[config.mk]
export PLATFORM = sky130hd
export DESIGN_NAME = flash_cmd_decoder
export DESIGN_NICKNAME = d
export VERILOG_FILES = /design/src/rtl/flash_cmd_pkg.sv /design/src/rtl/flash_sector_map.sv /design/src/rtl/flash_seq_ctrl.sv /design/src/rtl/flash_array_dp.sv /design/src/rtl/flash_cmd_decoder.sv
export SDC_FILE = /design/constraint.sdc
export NUM_CORES = 2
export LEC_CHECK = 0
export BUFFER_PORTS_ARGS = -buffer_cell sky130_fd_sc_hd__buf_4
export CAP_MARGIN = 20
export CORE_ASPECT_RATIO = 1.75
export CORE_MARGIN = 2
export CORE_UTILIZATION = 50
export DETAILED_ROUTE_END_ITERATION = 10
export PLACE_DENSITY_LB_ADDON = 0.05
export SLEW_MARGIN = 20
export SYNTH_ARGS = -nofsm -noshare
export SYNTH_HDL_FRONTEND = slang
export SYNTH_HIERARCHICAL = 1
export SYNTH_SLANG_ARGS = --single-unit
[constraint.sdc]
create_clock -name clk -period 10.9 [get_ports clk]
set_input_delay 0 -clock clk [delete_from_list [all_inputs] [get_ports clk]]
set_output_delay 0 -clock clk [all_outputs]
set_load 0.05 [all_outputs]
[src/rtl/flash_cmd_pkg.sv]
package flash_cmd_pkg;

  typedef enum logic [1:0] {
    SEC_MAIN = 2'd0,
    SEC_PAR0 = 2'd1,
    SEC_PAR1 = 2'd2,
    SEC_BOOT = 2'd3
  } sector_t;

  typedef enum logic [2:0] {
    ST_IDLE,
    ST_U1,
    ST_U2,
    ST_PROG,
    ST_E1,
    ST_E2,
    ST_E3,
    ST_BUSY
  } cmdState_t;

  typedef enum logic [1:0] {
    OP_PROG,
    OP_SEC,
    OP_CHIP
  } opKind_t;

  // Strobes from control to datapath, valid for one cycle at busy end
  typedef struct packed {
    logic doProg;
    logic doSecErase;
    logic doChipErase;
    logic keepBoot;
  } cmdStrobe_t;

endpackage

[src/rtl/flash_sector_map.sv]
module flash_sector_map
  import flash_cmd_pkg::*;
#(
  parameter int ADDR_W      = 19,
  parameter int BOOT_WORDS  = 8192,
  parameter int PARAM_WORDS = 4096
) (
  input  logic [ADDR_W-1:0] addr,
  output sector_t           sector
);

  localparam longint TOTAL     = longint'(1) << ADDR_W;
  localparam longint BOOT_BASE = TOTAL - BOOT_WORDS;
  localparam longint PAR1_BASE = BOOT_BASE - PARAM_WORDS;
  localparam longint PAR0_BASE = PAR1_BASE - PARAM_WORDS;

  always_comb begin
    if (addr >= ADDR_W'(BOOT_BASE))      sector = SEC_BOOT;
    else if (addr >= ADDR_W'(PAR1_BASE)) sector = SEC_PAR1;
    else if (addr >= ADDR_W'(PAR0_BASE)) sector = SEC_PAR0;
    else                                 sector = SEC_MAIN;
  end

endmodule

[src/rtl/flash_seq_ctrl.sv]
module flash_seq_ctrl
  import flash_cmd_pkg::*;
#(
  parameter int ADDR_W      = 19,
  parameter int DATA_W      = 16,
  parameter int BOOT_WORDS  = 8192,
  parameter int PARAM_WORDS = 4096,
  parameter int PROG_CYC    = 8,
  parameter int ERASE_CYC   = 24,
  parameter logic [ADDR_W-1:0] UNLOCK_A = ADDR_W'(20'h05555),
  parameter logic [ADDR_W-1:0] UNLOCK_B = ADDR_W'(20'h02AAA)
) (
  input  logic              clk,
  input  logic              rstN,
  input  logic              ceN,
  input  logic              weN,
  input  logic              oeN,
  input  logic [ADDR_W-1:0] addr,
  input  logic [DATA_W-1:0] dataIn,
  input  logic              bootLock,
  output logic [ADDR_W-1:0] tgtAddr,
  output logic [DATA_W-1:0] tgtData,
  output cmdStrobe_t        strobe,
  output logic              busy
);

  localparam int MAX_CYC = (PROG_CYC > ERASE_CYC) ? PROG_CYC : ERASE_CYC;
  localparam int CNT_W   = $clog2(MAX_CYC + 1);

  cmdState_t   state;
  opKind_t     op;
  logic [CNT_W-1:0] cnt;
  logic        wrPrev;
  logic        keepBoot;
  sector_t     wrSec;

  logic wrActive, accept, isA, isB, apply;
  logic [7:0] cmdByte;

  assign wrActive = !ceN && !weN && oeN;
  assign accept   = wrActive && !wrPrev;
  assign isA      = (addr == UNLOCK_A);
  assign isB      = (addr == UNLOCK_B);
  assign cmdByte  = dataIn[7:0];

  flash_sector_map #(
    .ADDR_W(ADDR_W), .BOOT_WORDS(BOOT_WORDS), .PARAM_WORDS(PARAM_WORDS)
  ) u_wrMap (
    .addr(addr), .sector(wrSec)
  );

  always_ff @(posedge clk) begin
    if (!rstN) begin
      state    <= ST_IDLE;
      op       <= OP_PROG;
      cnt      <= '0;
      wrPrev   <= 1'b0;
      keepBoot <= 1'b0;
      tgtAddr  <= '0;
      tgtData  <= '0;
    end else begin
      wrPrev <= wrActive;
      case (state)
        ST_IDLE: if (accept) state <= (isA && cmdByte == 8'hAA) ? ST_U1 : ST_IDLE;
        ST_U1:   if (accept) state <= (isB && cmdByte == 8'h55) ? ST_U2 : ST_IDLE;
        ST_U2: if (accept) begin
          if (isA && cmdByte == 8'hA0)      state <= ST_PROG;
          else if (isA && cmdByte == 8'h80) state <= ST_E1;
          else                              state <= ST_IDLE;
        end
        ST_PROG: if (accept) begin
          if (bootLock && wrSec == SEC_BOOT) begin
            state <= ST_IDLE;
          end else begin
            state   <= ST_BUSY;
            op      <= OP_PROG;
            cnt     <= CNT_W'(PROG_CYC - 1);
            tgtAddr <= addr;
            tgtData <= dataIn;
          end
        end
        ST_E1: if (accept) state <= (isA && cmdByte == 8'hAA) ? ST_E2 : ST_IDLE;
        ST_E2: if (accept) state <= (isB && cmdByte == 8'h55) ? ST_E3 : ST_IDLE;
        ST_E3: if (accept) begin
          if (isA && cmdByte == 8'h10) begin
            state    <= ST_BUSY;
            op       <= OP_CHIP;
            keepBoot <= bootLock;
            cnt      <= CNT_W'(ERASE_CYC - 1);
          end else if (cmdByte == 8'h30 && !(bootLock && wrSec == SEC_BOOT)) begin
            state   <= ST_BUSY;
            op      <= OP_SEC;
            cnt     <= CNT_W'(ERASE_CYC - 1);
            tgtAddr <= addr;
          end else begin
            state <= ST_IDLE;
          end
        end
        ST_BUSY: begin
          if (cnt == '0) state <= ST_IDLE;
          else           cnt   <= cnt - 1'b1;
        end
        default: state <= ST_IDLE;
      endcase
    end
  end

  assign busy  = (state == ST_BUSY);
  assign apply = busy && (cnt == '0);

  always_comb begin
    strobe             = '0;
    strobe.doProg      = apply && (op == OP_PROG);
    strobe.doSecErase  = apply && (op == OP_SEC);
    strobe.doChipErase = apply && (op == OP_CHIP);
    strobe.keepBoot    = keepBoot;
  end

  // without a qualified write the idle decoder cannot advance
  a_r1_idle_needs_write: assert property (@(posedge clk) disable iff (!rstN)
    (state == ST_IDLE && !(!ceN && !weN && oeN)) |=> state == ST_IDLE);

  // a running operation is not cut short by bus activity
  a_r8_busy_holds: assert property (@(posedge clk) disable iff (!rstN)
    (state == ST_BUSY && cnt != '0) |=> state == ST_BUSY);

  // locked boot target in program step never reaches busy
  a_r9_lock_no_busy: assert property (@(posedge clk) disable iff (!rstN)
    (state == ST_PROG && accept && bootLock && wrSec == SEC_BOOT) |=> !busy);

  // busy only drops once the countdown has expired
  a_r3_busy_exit: assert property (@(posedge clk) disable iff (!rstN)
    $fell(busy) |-> $past(cnt == '0));

endmodule

[src/rtl/flash_array_dp.sv]
module flash_array_dp
  import flash_cmd_pkg::*;
#(
  parameter int ADDR_W      = 19,
  parameter int DATA_W      = 16,
  parameter int BOOT_WORDS  = 8192,
  parameter int PARAM_WORDS = 4096,
  parameter int SLOT_AW     = 4
) (
  input  logic              clk,
  input  logic              rstN,
  input  cmdStrobe_t        strobe,
  input  logic [ADDR_W-1:0] tgtAddr,
  input  logic [DATA_W-1:0] tgtData,
  input  logic [ADDR_W-1:0] rdAddr,
  output logic [DATA_W-1:0] rdData
);

  localparam int IDX_W = SLOT_AW + 2;
  localparam int DEPTH = 1 << IDX_W;

  logic [DATA_W-1:0] mem [DEPTH];
  sector_t tgtSec, rdSec;
  logic [IDX_W-1:0] tgtIdx, rdIdx;
  logic [DATA_W-1:0] tgtWord;

  flash_sector_map #(
    .ADDR_W(ADDR_W), .BOOT_WORDS(BOOT_WORDS), .PARAM_WORDS(PARAM_WORDS)
  ) u_tgtMap (.addr(tgtAddr), .sector(tgtSec));

  flash_sector_map #(
    .ADDR_W(ADDR_W), .BOOT_WORDS(BOOT_WORDS), .PARAM_WORDS(PARAM_WORDS)
  ) u_rdMap (.addr(rdAddr), .sector(rdSec));

  assign tgtIdx  = {tgtSec, tgtAddr[SLOT_AW-1:0]};
  assign rdIdx   = {rdSec, rdAddr[SLOT_AW-1:0]};
  assign tgtWord = mem[tgtIdx];
  assign rdData  = mem[rdIdx];

  always_ff @(posedge clk) begin
    if (!rstN) begin
      for (int i = 0; i < DEPTH; i++) mem[i] <= '1;
    end else if (strobe.doProg) begin
      mem[tgtIdx] <= tgtWord & tgtData;
    end else if (strobe.doSecErase || strobe.doChipErase) begin
      for (int i = 0; i < DEPTH; i++) begin
        logic [1:0] secCode;
        secCode = 2'(i >> SLOT_AW);
        if ((strobe.doChipErase && !(strobe.keepBoot && secCode == SEC_BOOT)) ||
            (strobe.doSecErase && secCode == tgtSec))
          mem[i] <= '1;
      end
    end
  end

  // programming can only clear bits of the target word
  a_r2_clear_only: assert property (@(posedge clk) disable iff (!rstN)
    strobe.doProg |=> (mem[$past(tgtIdx)] & ~$past(tgtWord)) == '0);

  // at most one operation is committed per cycle
  a_r3_one_commit: assert property (@(posedge clk) disable iff (!rstN)
    $onehot0({strobe.doProg, strobe.doSecErase, strobe.doChipErase}));

endmodule

[src/rtl/flash_cmd_decoder.sv]
module flash_cmd_decoder
  import flash_cmd_pkg::*;
#(
  parameter int ADDR_W      = 19,
  parameter int DATA_W      = 16,
  parameter int BOOT_WORDS  = 8192,
  parameter int PARAM_WORDS = 4096,
  parameter int SLOT_AW     = 4,
  parameter int PROG_CYC    = 8,
  parameter int ERASE_CYC   = 24
) (
  input  logic              clk,
  input  logic              rstN,
  input  logic              ceN,
  input  logic              weN,
  input  logic              oeN,
  input  logic [ADDR_W-1:0] addr,
  input  logic [DATA_W-1:0] dataIn,
  input  logic              bootLock,
  input  logic [ADDR_W-1:0] rdAddr,
  output logic [DATA_W-1:0] rdData,
  output logic              busy
);

  cmdStrobe_t        strobe;
  logic [ADDR_W-1:0] tgtAddr;
  logic [DATA_W-1:0] tgtData;

  flash_seq_ctrl #(
    .ADDR_W(ADDR_W), .DATA_W(DATA_W), .BOOT_WORDS(BOOT_WORDS),
    .PARAM_WORDS(PARAM_WORDS), .PROG_CYC(PROG_CYC), .ERASE_CYC(ERASE_CYC)
  ) u_ctrl (
    .clk(clk), .rstN(rstN), .ceN(ceN), .weN(weN), .oeN(oeN),
    .addr(addr), .dataIn(dataIn), .bootLock(bootLock),
    .tgtAddr(tgtAddr), .tgtData(tgtData), .strobe(strobe), .busy(busy)
  );

  flash_array_dp #(
    .ADDR_W(ADDR_W), .DATA_W(DATA_W), .BOOT_WORDS(BOOT_WORDS),
    .PARAM_WORDS(PARAM_WORDS), .SLOT_AW(SLOT_AW)
  ) u_dp (
    .clk(clk), .rstN(rstN), .strobe(strobe), .tgtAddr(tgtAddr),
    .tgtData(tgtData), .rdAddr(rdAddr), .rdData(rdData)
  );

endmodule

==> results.ini <==
[routing]
wl_per_cell_um=41.3
vias=41361
viasPerCell=7.02
wirelength_um=243000
ant_nets=0
dr.pass1.iters=6
drt_iter0_markers=6012
drc_errors=0

[clock_tree]
cts_tree=done
ctsHoldBuffers=62
cts_root_buf=clkbuf_16
clk_pin_slew_ps=70
cts_sinks=1063
post_cts_buffers=0
numCtsBuffers=104
worstSkewPairLatency_ps=770
clock_path_buffers=3
htreeDepth=3
cts_resized=0

[sta]
period_share_pct=51.1
hold_slack_ps=78.0
fmax_mhz=180
setup_violations=0
rsz0062_at_grt=no
slew_violations=0
tns_ps=0
setup_slack_ps=5330
clock_skew_ps=39.0
slew_headroom_pct=11.5
fin_crit_ps=5570
worst_slew_pin_slew_ps=1330
hold_violations=0

[place]
dp.cells=5623
place.gp.congestion=1.06
placed_area_um2=57300
place_hpwl_um=162000
portBuffers=68
pre_cts_ws_ps=5520

[cells_and_area]
drive_gt1_share_pct=20.4
stdcell_count=5894
nets=4381
synthToLayoutAreaGrowth_pct=10.3
fin_area_um2=61500
fill_cells=9476
postLayoutCoreUtil_pct=55.4

[global_route]
grt.overflow.total=0
antenna_found_initial=22
grt_pass1_vias=39947
grt_max_degree=106
grt_pass1_wl_um=330000
grt_use_total_pct=42.7

[worst_setup_path]
crit_path_end_kind=flop
cp_max_fo=48
cp-start-kind=flop
critical_path_class=flop to flop
required_ps=11350
crit_arrival_ps=6020

[floorplanning]
ios=77
fp.dieH_um=446
core_area_um2=111000
initial_utilization_pct=50.2
placementRows=162
die_w_um=256
die_area_um2=114000

[power_and_ir_drop]
finalPower_mw=8.50
vdd_drop_max_v=0.000123
powerDensity_nw_per_um2=138
leakage_nw=15.0

[worst_hold_path]
hold_path_class=input pin to flop

[synthesis]
syn_avg_cell_area_um2=12.8
synth_area_um2=55800
netlist_instances=4348
syn-num-nets=4409
yosysWarnings=6

[outcome]
status=finished, final reports clean

[run]
drv_cap=0

layout by cell type, fill, tap and decap left out, types with 40 or more instances in the layout:
master and count:
nand2_1 1100, edfxtp_1 1024, mux4_2 304, mux2i_1 287
buf_4 233, a22oi_1 225, o22ai_1 196, clkbuf_16 107
a21oi_1 80, nand3b_1 66, dlygate4sd3_1 62, nand3_1 60
nor2_2 57, o21ai_1 43, nor2_1 40
state kept, by name (all words and copies together) (netlist names):
name	flops
u_ctrl/state	3
u_ctrl/wrPrev	1
u_ctrl/tgtData	16
u_ctrl/cnt	5
u_ctrl/keepBoot	1
u_dp/mem	1024
u_ctrl/op	2
u_ctrl/tgtAddr	11
where the power goes:
group          internal (mW)  leakage, nW  switching, mW  total, mW
clock                   2.08         1.65           1.64       3.72
combinational         0.0946         6.08          0.229      0.323
sequential              4.46         7.24       0.000605       4.46
path summary, 6_finish.rpt:
check,from,slack [ps],cells after the start,to
setup reg to reg,u_ctrl/tgtAddr[1],5330,9,u_dp/mem[33][11]
hold / removal,dataIn[13],80,4,u_ctrl/tgtData[13]
hold reg to reg,u_ctrl/cnt[4],480,2,u_ctrl/cnt[4]
setup / recovery,u_ctrl/tgtAddr[1],5330,9,u_dp/mem[33][11]
worst max-delay path, cell delays in order, from the launching register on:
cell and delay, ps:
dfxtp_4 750, nand2b_2 580, buf_4 640, buf_4 470, o22ai_1 330, a22oi_1 430, nand4_1 210, o31ai_4 840
buf_4 690, nand2_1 140
routing by layer:
layer / track usage [%] / wire (um) / vias to the layer above
li1: - / - / 16601
met1: 48.3 / 78000 / 21184
met2: 67.0 / 113000 / 2810
met3: 11.1 / 25000 / 750
met4: 37.9 / 27500 / 16
met5: 0.0855 / 100 / -
layout make-up:
class / instances / area, um2 / share of cell area (%)
clock buffers: 141 / 2870 / 4.66
diodes: 12 / 30.0 / 0.0488
well taps: 1476 / 1850 / 3.00
clock inverters: 51 / 542 / 0.881
flip-flops and latches: 1063 / 31500 / 51.3
repair buffers: 305 / 2520 / 4.09
inverters: 9 / 33.8 / 0.0549
multi-input cells: 2837 / 22100 / 36.0
Power figures use the tool's default switching activity.
